**config.mk**
```make
export PLATFORM = sky130hd
export DESIGN_NAME = timed_sequencer
export DESIGN_NICKNAME = d
export VERILOG_FILES = /design/src/rtl/seq_pkg.sv /design/src/rtl/seq_timer.sv /design/src/rtl/seq_main_fsm.sv /design/src/rtl/seq_trig_gen.sv /design/src/rtl/timed_sequencer.sv
export SDC_FILE = /design/constraint.sdc
export NUM_CORES = 1
export LEC_CHECK = 0
export ABC_AREA = 1
export BUFFER_PORTS_ARGS = -buffer_cell sky130_fd_sc_hd__buf_2
export CAP_MARGIN = 25
export CORE_MARGIN = 8
export CORE_UTILIZATION = 35
export DETAILED_ROUTE_END_ITERATION = 6
export PLACE_DENSITY = 0.6
export SYNTH_ARGS = -nofsm -noshare
export SYNTH_HDL_FRONTEND = slang
export SYNTH_HIERARCHICAL = 1
export SYNTH_SLANG_ARGS = --single-unit
```
**constraint.sdc**
```tcl
create_clock -name clk -period 2.6 [get_ports clk]
set_input_delay 0.39 -clock clk [delete_from_list [all_inputs] [get_ports clk]]
set_output_delay 0.39 -clock clk [all_outputs]
set_load 0.05 [all_outputs]
```
**src/rtl/seq_pkg.sv**
```systemverilog
package seq_pkg;
    typedef enum logic [1:0] {
        M_IDLE  = 2'd0,
        M_DRIVE = 2'd1,
        M_WAIT  = 2'd2,
        M_HOLD  = 2'd3
    } main_st_t;

    typedef enum logic {
        G_LOW  = 1'b0,
        G_HIGH = 1'b1
    } gen_st_t;
endpackage

```
**src/rtl/seq_timer.sv**
```systemverilog
module seq_timer #(
    parameter int W       = 10,
    parameter int RST_VAL = 0
) (
    input  logic         clk,
    input  logic         rst_n,
    input  logic         load,
    input  logic [W-1:0] load_val,
    output logic         zero
);
    logic [W-1:0] cnt;

    always_ff @(posedge clk or negedge rst_n) begin
        if (!rst_n)
            cnt <= W'(RST_VAL);
        else if (load)
            cnt <= load_val;
        else if (cnt != '0)
            cnt <= cnt - 1'b1;
    end

    assign zero = (cnt == '0);


    tmr_step_chk: assert property (@(posedge clk) disable iff (!rst_n)
        (!load && cnt != '0) |=> (cnt == $past(cnt) - 1'b1));
endmodule

```
**src/rtl/seq_main_fsm.sv**
```systemverilog
module seq_main_fsm
    import seq_pkg::*;
#(
    parameter int CYC_INIT = 350,
    parameter int CYC_HIGH = 100,
    parameter int CYC_DONE = 200
) (
    input  logic     clk,
    input  logic     rst_n,
    input  logic     trig,
    input  logic     ext_roll,
    output main_st_t state,
    output logic     pin0
);
    localparam int MAXC = (CYC_INIT > CYC_HIGH) ?
                          ((CYC_INIT > CYC_DONE) ? CYC_INIT : CYC_DONE) :
                          ((CYC_HIGH > CYC_DONE) ? CYC_HIGH : CYC_DONE);
    localparam int W = $clog2(MAXC + 1);
    localparam logic [W-1:0] L_INIT = W'(CYC_INIT - 1);
    localparam logic [W-1:0] L_HIGH = W'(CYC_HIGH - 1);
    localparam logic [W-1:0] L_DONE = W'(CYC_DONE - 1);

    main_st_t     nxt;
    logic         tmr_zero;
    logic         load;
    logic [W-1:0] load_val;

    seq_timer #(.W(W), .RST_VAL(CYC_INIT - 1)) u_tmr (
        .clk      (clk),
        .rst_n    (rst_n),
        .load     (load),
        .load_val (load_val),
        .zero     (tmr_zero)
    );

    always_ff @(posedge clk or negedge rst_n) begin
        if (!rst_n)
            state <= M_IDLE;
        else
            state <= nxt;
    end

    always_comb begin
        nxt = state;
        unique case (state)
            M_IDLE:  if (tmr_zero || ext_roll) nxt = M_DRIVE;
            M_DRIVE: if (tmr_zero || ext_roll) nxt = M_WAIT;
            M_WAIT:  if (trig || ext_roll)     nxt = M_HOLD;
            M_HOLD:  if (tmr_zero || ext_roll) nxt = M_IDLE;
        endcase
    end

    always_comb begin
        load     = (nxt != state);
        load_val = '0;
        unique case (nxt)
            M_IDLE:  load_val = L_INIT;
            M_DRIVE: load_val = L_HIGH;
            M_WAIT:  load_val = '0;
            M_HOLD:  load_val = L_DONE;
        endcase
        pin0 = (state == M_DRIVE);
    end


    seq_order_chk: assert property (@(posedge clk) disable iff (!rst_n)
        (state != $past(state)) |-> (state == main_st_t'($past(state) + 2'd1)));


    timed_exit_chk: assert property (@(posedge clk) disable iff (!rst_n)
        (state != $past(state) && $past(state) != M_WAIT) |->
            ($past(tmr_zero) || $past(ext_roll)));


    wait_trig_chk: assert property (@(posedge clk) disable iff (!rst_n)
        (state == M_WAIT && trig) |=> (state == M_HOLD));
endmodule

```
**src/rtl/seq_trig_gen.sv**
```systemverilog
module seq_trig_gen
    import seq_pkg::*;
#(
    parameter int CYC_TOGGLE = 1000
) (
    input  logic    clk,
    input  logic    rst_n,
    input  logic    event_mode,
    input  logic    ev_ack,
    output gen_st_t state,
    output logic    trigger,
    output logic    ev_req
);
    localparam int W = $clog2(CYC_TOGGLE + 1);
    localparam logic [W-1:0] L_TOG = W'(CYC_TOGGLE - 1);

    gen_st_t nxt;
    logic    tmr_zero;
    logic    load;

    seq_timer #(.W(W), .RST_VAL(CYC_TOGGLE - 1)) u_tmr (
        .clk      (clk),
        .rst_n    (rst_n),
        .load     (load),
        .load_val (L_TOG),
        .zero     (tmr_zero)
    );

    always_ff @(posedge clk or negedge rst_n) begin
        if (!rst_n)
            state <= G_LOW;
        else
            state <= nxt;
    end

    always_comb begin
        nxt = state;
        unique case (state)
            G_LOW:  if (tmr_zero) nxt = G_HIGH;
            G_HIGH: if (event_mode ? ev_ack : tmr_zero) nxt = G_LOW;
        endcase
        load = (nxt != state);
    end

    always_comb begin
        trigger = (state == G_HIGH);
        ev_req  = (state == G_HIGH) && event_mode;
    end


    req_hold_chk: assert property (@(posedge clk) disable iff (!rst_n)
        (ev_req && !ev_ack && event_mode) |=> trigger);


    ack_ignored_chk: assert property (@(posedge clk) disable iff (!rst_n)
        (state == G_LOW && !tmr_zero && ev_ack) |=> !trigger);
endmodule

```
**src/rtl/timed_sequencer.sv**
```systemverilog
module timed_sequencer #(
    parameter int CYC_INIT   = 350,
    parameter int CYC_HIGH   = 100,
    parameter int CYC_DONE   = 200,
    parameter int CYC_TOGGLE = 1000
) (
    input  logic       clk,
    input  logic       rst_n,
    input  logic       event_mode,
    input  logic       ev_ack,
    input  logic       ext_roll,
    output logic       pin0,
    output logic       trigger,
    output logic       ev_req,
    output logic [1:0] main_state,
    output logic       gen_state
);
    import seq_pkg::*;

    main_st_t m_st;
    gen_st_t  g_st;
    logic     trig_w;

    seq_trig_gen #(.CYC_TOGGLE(CYC_TOGGLE)) u_gen (
        .clk        (clk),
        .rst_n      (rst_n),
        .event_mode (event_mode),
        .ev_ack     (ev_ack),
        .state      (g_st),
        .trigger    (trig_w),
        .ev_req     (ev_req)
    );

    seq_main_fsm #(
        .CYC_INIT (CYC_INIT),
        .CYC_HIGH (CYC_HIGH),
        .CYC_DONE (CYC_DONE)
    ) u_main (
        .clk      (clk),
        .rst_n    (rst_n),
        .trig     (trig_w),
        .ext_roll (ext_roll),
        .state    (m_st),
        .pin0     (pin0)
    );

    assign trigger    = trig_w;
    assign main_state = m_st;
    assign gen_state  = g_st;


    pin_low_wait_chk: assert property (@(posedge clk) disable iff (!rst_n)
        (main_state == 2'd2) |-> !pin0);
endmodule

```
==> results.md, run 1 <==
* Synth Register Bits at 22
* Cell Chain, Critical Path: inv_1 -> ha_1 -> inv_1 -> nor2_2 -> nand4_2 -> nor2_2 -> inv_1 -> or2_1 -> nand2_1 -> inv_1 -> nand4_4 -> nand2_1 -> o21ai_1
* I/O pin total at 11
* Worst Setup End Kind: flip-flop
* Worst-margin pin slew at 511 ps
* 1st-pass router iterations at 4
* Clk buf depth at 2
* Grt peak-use layer: met2
* Maxcap violations at 0
* Slew Limit Headroom at 65.9%
* Library cells used by synthesis at 34
* Area occupied by multi-input gates at 948 sq um
* First-pass GRT wire length at 5610 microns
* Power per Cell Area at 1190 nW/um^2
* Final Non-Filler Cells at 307
* Worst-Skew Late Latency at 270 ps
* Sequential-to-total area share from yosys stat at 34.6%
* I/O Buffers at 10
* WP buf/inv at 4
* Slowest stage delay, CP at 370 ps
* Antenna Violating Nets Remaining at 0
* Reg clk slew, reported paths at 90 ps
* Startpoint Class: flip-flop
* Crit-path max FO at 9
* DP Cell Count at 303
* Std cell rows at 25
* FMAX at 442 MHz
* Starting Density at 35.5%
* Final nets at 264
* CP delay by family, top: simple AND/OR/NAND/NOR gates
* Leak pwr at 0.964 nW
* Leading cell type in the layout, fill and taps excluded: nand2_1
* Syn Std Cell Area at 1640 sq um
* Storage element area at 568 sq um
* Syn avg cell area at 7.08 sq um
* Grt met1 use at 12.0%
* Arrival @ worst endpoint at 2460 ps
* Met2 Usage GRT at 15.2%
* Status: complete, no violations
* GR Layer Usage met3 at 1.85%
* Detailed Route Iter0 Violations at 45
* CP max stage cell: dfstp_2
* TritonCTS Sinks at 22
* Vias post-DR at 1347
* Die ar. at 7140 sq um
* Hold Vio Cnt, Final at 0
* DRT Wirelength at 3090 microns
* FILL cells at 501
* H-tree depth at 1
* Number of antenna repair diodes at 0
* Most frequent cells in the layout: nand2_1 (76), inv_1 (28), nor2_1 (19), dfstp_2 (14), nand3_1 (12)
* Post-route setup TNS at 0 ps
* Initial antenna violation count at 0
* Placer Congestion at 0.780
* Final setup fails at 0
* Vias in the first global route at 1273
* DRC errors left at 0
* Die W at 84.5 microns
* Gate Count Post-Synth at 232
* CTS tree: done
* Die Ht at 84.5 microns
* All-layer global routing usage at 9.52%
* Core Box Area at 4630 sq um
* Max IR drop VDD at 535 uV
* Critical path class: reg -> reg
* Root buffer cell: clkbuf_8
* Fin crit period at 2260 ps
* Via/cell ratio at 4.39
* CTS Buf Count at 3
* Total gr overflow at 0
* Final period utilization at 87.1%
* Hold_buf cts at 0
* CP required at 2800 ps
* Hold Crit Class: in -> async
* Worst path most repeated cell: inv_1
* Worst Skew at 5.72 ps
* DP HPWL at 2450 microns
* YS warnings at 6
* RSZ-0062 raised after global routing: no
* Share of cells above drive strength 1 at 27.7%
* Syn-to-layout area delta at 12.3%
* Post-cts gate resize count at 0
* Final max-slew violation count at 0
* Setup Buffers After CTS at 0
* Routed len/inst at 10.1 microns
* Largest net degree at the start of global routing at 23
==> final cells by class <==
class,instances,area share (%)
Sequential cell,22,30.8
Clock buffer,4,2.99
Multi-Input combinational cell,178,51.5
Inverter,37,7.54
Tap cell,54,3.67
Timing Repair Buffer,12,3.53
==> report_power, final <==
| group | switching (mW) | internal (mW) |
|---|---|---|
| logic | 0.762 | 0.414 |
| registers | 0.174 | 0.583 |
| clock network | 0.117 | 0.135 |
==> layer usage <==
layer | routed length, microns | share of wire [%]
met1 | 1620 | 52
met2 | 1370 | 44
met3 | 57 | 1.8
met4 | 45 | 1.5
met5 | 0 | 0
==> flip-flops by register name, indices dropped and copies added (netlist names) <==
signal and cells:
u_gen/state 1, u_main/state 2, u_main/u_tmr/cnt 9, u_gen/u_tmr/cnt 10
==> final timing paths <==
kind	cells past startpoint	slack [ps]	endpoint	startpoint
worst min-delay path	1	90	u_main/u_tmr/cnt[5]	rst_n
min in group clk	4	400	u_gen/state	ev_ack
worst min register to register	2	510	u_main/u_tmr/cnt[8]	u_main/u_tmr/cnt[8]
worst max-delay path	13	340	u_gen/u_tmr/cnt[0]	u_gen/u_tmr/cnt[0]
worst max register to register	13	340	u_gen/u_tmr/cnt[0]	u_gen/u_tmr/cnt[0]
max in group asynchronous	1	2150	u_main/u_tmr/cnt[3]	rst_n
==> Yosys cell counts <==
library cell / n / area, sq um
a21oi_1: 1 / 5.00
a21oi_2: 1 / 8.76
buf_2: 1 / 5.00
buf_4: 1 / 7.51
clkbuf_1: 1 / 3.75
conb_1: 2 / 7.51
dfrtp_1: 8 / 200
dfstp_2: 14 / 368
ha_1: 5 / 62.6
inv_1: 28 / 105
inv_2: 9 / 33.8
nand2_1: 76 / 285
nand2_2: 6 / 37.5
nand2_4: 2 / 22.5
nand3_1: 12 / 60.1
nand3_2: 2 / 20.0
nand3_4: 1 / 17.5
nand3b_1: 1 / 7.51
nand4_1: 1 / 6.26
nand4_2: 1 / 12.5
nand4_4: 1 / 21.3
nor2_1: 19 / 71.3
nor2_2: 7 / 43.8
nor2_4: 6 / 67.6
nor3_1: 1 / 5.00
o211ai_1: 1 / 7.51
o21ai_0: 6 / 30.0
o21ai_1: 8 / 40.0
o21ai_2: 2 / 17.5
o21bai_1: 1 / 7.51
or2_1: 1 / 6.26
or2_2: 2 / 12.5
xnor2_1: 1 / 8.76
xor2_1: 3 / 26.3
==> logic make-up after synthesis <==
family / after synthesis / share of synthesized area, %
and+or+nand+nor: 139 / 42.5
buffers and inverters: 40 / 9.45
DFF: 22 / 34.6
AOI/OAI and AO/OA: 20 / 7.09
adders and majority gates: 5 / 3.81
xor gates and xnor gates: 4 / 2.13
other: 2 / 0.457
==> through the flow <==
stage / utilization (%) / hold WS (ps) / setup WS, ps / total power, mW / cell area (sq um)
floorplan: - / 94.4 / 553 / 1.70 / 1670
global placement: 38.6 / 414 / 415 / 1.94 / 1790
detailed placement: 38.6 / 407 / 337 / 1.95 / 1790
CTS: 39.8 / 103 / 305 / 2.22 / 1840
global route: 39.8 / 121 / 47.4 / 2.42 / 1840
finish: 39.8 / 87.8 / 337 / 2.19 / 1840
(Power assumes the default switching activity.)
==> inputs of run 2 (changes only) <==
--- a/config.mk
+++ b/config.mk
@@ -9,9 +9,10 @@
 export BUFFER_PORTS_ARGS = -buffer_cell sky130_fd_sc_hd__buf_2
 export CAP_MARGIN = 25
 export CORE_MARGIN = 8
-export CORE_UTILIZATION = 35
+export CORE_UTILIZATION = 60
+export CTS_BUF_LIST = sky130_fd_sc_hd__clkbuf_16
 export DETAILED_ROUTE_END_ITERATION = 6
-export PLACE_DENSITY = 0.6
+export PLACE_DENSITY = 0.88
 export SYNTH_ARGS = -nofsm -noshare
 export SYNTH_HDL_FRONTEND = slang
 export SYNTH_HIERARCHICAL = 1
==> run 2 against run 1 <==
Effect of this change:
- hold slack gained 9.1 ps
- register-to-register slack lost 80 ps
- die area shrank 35%
- via count grew 3.5%
- sequential power grew 1%
- combinational power is essentially flat
- power grew 4.9%
- cell count shrank 7.8%
- global-route usage grew 6.6 points
==> results.md, run 2 (synthesized netlist as in run 1, its figures left out) <==
* Status: complete, no violations
* Post-cts gate resize count at 0 (unchanged)
* Final max-slew violation count at 0 (unchanged)
* Worst Skew at 1.56 ps (-4.17 ps)
* Critical path class: reg -> reg
* Vias in the first global route at 1333 (+4.7%)
* Max reg flops at 10 (unchanged)
* First-pass GRT wire length at 5760 microns (+2.7%)
* Final period utilization at 90.1% (+3.1 points)
* Fin crit period at 2340 ps (+79.5 ps)
* Max IR drop VDD at 1050 uV (+97%)
* Worst Setup End Kind: flip-flop
* Die Ht at 68.3 microns (-19%)
* Placer Congestion at 0.861 (+10%)
* Total gr overflow at 0 (unchanged)
* Std cell rows at 19 (-24%)
* CTS tree: done
* All-layer global routing usage at 16.1% (+6.6 points)
* Most frequent cells in the layout: nand2_1 (76), inv_1 (29), nor2_1 (19), dfstp_2 (14), nand3_1 (12)
* Crit-path max FO at 13 (+4)
* Clk buf depth at 2 (unchanged)
* Largest net degree at the start of global routing at 23 (unchanged)
* I/O Buffers at 10 (unchanged)
* Worst-Skew Late Latency at 250 ps (-20 ps)
* RSZ-0062 raised after global routing: no
* Leading cell type in the layout, fill and taps excluded: nand2_1
* CTS Buf Count at 3 (unchanged)
* TritonCTS Sinks at 22 (unchanged)
* Initial antenna violation count at 0 (unchanged)
* Core Box Area at 2690 sq um (-42%)
* End of the critical path: u_main/u_tmr/cnt[6]
* Post-route cell area at 1830 sq um (-0.68%)
* Maxcap violations at 0 (unchanged)
* Critical Path Start: u_main/u_tmr/cnt[1]
* Detailed Route Iter0 Violations at 105 (+130%)
* Root buffer cell: clkbuf_16
* Share of cells above drive strength 1 at 27.0% (-0.68 points)
* Die ar. at 4670 sq um (-35%)
* Via/cell ratio at 4.93 (+12%)
* FMAX at 427 MHz (-3.4%)
* Reg clk slew, reported paths at 60 ps (-30 ps)
* Starting Density at 61.1% (+26 points)
* Reg-to-reg startpoint: u_main/u_tmr/cnt[1]
* H-tree depth at 1 (unchanged)
* Die W at 68.3 microns (-19%)
* DP HPWL at 2440 microns (-0.41%)
* Reg2reg end: u_main/u_tmr/cnt[6]
* Post-route setup TNS at 0 ps (unchanged)
* I/O pin total at 11 (unchanged)
* Startpoint Class: flip-flop
* Final Non-Filler Cells at 283 (-7.8%)
* Routed len/inst at 11.4 microns (+13%)
* Leak pwr at 0.972 nW (+0.91%)
* Arrival @ worst endpoint at 2530 ps (+70 ps)
* Hold Vio Cnt, Final at 0 (unchanged)
* Number of antenna repair diodes at 0 (unchanged)
* FILL cells at 204 (-59%)
* Final nets at 263 (-0.38%)
* Hold_buf cts at 0 (unchanged)
* DP Cell Count at 279 (-7.9%)
* Reg2reg path depth at 14 (+1)
* Hold Crit Class: in -> async
* Vias post-DR at 1394 (+3.5%)
* DRT Wirelength at 3230 microns (+4.5%)
* Largest regs: u_gen/u_tmr/cnt x10, u_main/u_tmr/cnt x9, u_main/state x2
* Antenna Violating Nets Remaining at 0 (unchanged)
* 1st-pass router iterations at 5 (+1)
* Final setup fails at 0 (unchanged)
* Setup Buffers After CTS at 0 (unchanged)
* Placed cell area at 1750 sq um (-2.0%)
* CP required at 2790 ps (about the same)
* DRC errors left at 0 (unchanged)
* Syn-to-layout area delta at 11.5%
* R2R setup slack at 260 ps (-80 ps)
* Biggest register: u_gen/u_tmr/cnt
* Power per Cell Area at 1250 nW/um^2 (+5.7%)
[run 2: cell types whose count changed in the layout (fill, tap and decap cells not counted)]
cell	previous run	this run
inv_1	28	29
clkbuf_8	4	0
clkbuf_16	0	3
buf_4	2	1
[run 2: cell type report]
| type | count | area (sq um) | share of cell area, % |
|---|---|---|---|
| multi-input combinational | 178 | 948 | 51.8 |
| sequential | 22 | 568 | 31.0 |
| inverter | 37 | 139 | 7.59 |
| clock buffer | 3 | 75.1 | 4.10 |
| timing repair buffer | 11 | 57.6 | 3.14 |
| tap | 31 | 38.8 | 2.12 |
| clock inverter | 1 | 3.75 | 0.205 |
[run 2: critical path: stages, from the launching register on]
cell and delay (ps):
dfrtp_1 400, inv_1 110, ha_1 260, nand2_2 110, nor2_4 170, nand2_1 70, inv_1 70, inv_2 40
nand2_4 80, nand2_4 70, nand3_1 360, inv_2 150, or2_2 300, nand2_1 60, nor2_1 40
[run 2: routing by layer]
| layer | vias to the layer above | track usage, % | share of wire [%] |
|---|---|---|---|
| met5 | - | 0 | 0 |
| met3 | 5 | 3.11 | 3.1 |
| met2 | 28 | 26.1 | 48 |
| met1 | 619 | 20.9 | 47 |
| met4 | 0 | 5.37 | 1.2 |
| li1 | 742 | - | - |
[run 2: how the worst min path moves through the flow]
| stage | from | endpoint | slack (ps) | cells past startpoint |
|---|---|---|---|---|
| 4_1_cts | rst_n | u_gen/state | 110 | 1 |
| 2_1_floorplan | rst_n | u_gen/state | 90 | 0 |
| 5_1_grt | rst_n | u_gen/u_tmr/cnt[4] | 130 | 1 |
| 3_3_place_gp | rst_n | u_main/state[0] | 370 | 1 |
| 3_5_place_dp | rst_n | u_gen/state | 380 | 1 |
| 6_report | rst_n | u_gen/state | 100 | 1 |
[run 2: through the flow]
| stage | worst slack (ps) | hold slack (ps) | utilization (%) | power, mW |
|---|---|---|---|---|
| 2_1_floorplan | 553 | 94.4 | - | 1.70 |
| 3_3_place_gp | 397 | 371 | 65.2 | 1.90 |
| 3_5_place_dp | 322 | 376 | 65.2 | 1.95 |
| 4_1_cts | 281 | 108 | 68.1 | 2.30 |
| 5_1_grt | 64.9 | 133 | 68.1 | 2.50 |
| 6_report | 257 | 96.9 | 68.1 | 2.29 |
[run 2: power breakdown]
group	switching, mW	leakage (nW)	internal (mW)
Clock	0.114	0.0423	0.205
Combinational	0.802	0.685	0.405
Sequential	0.182	0.245	0.585
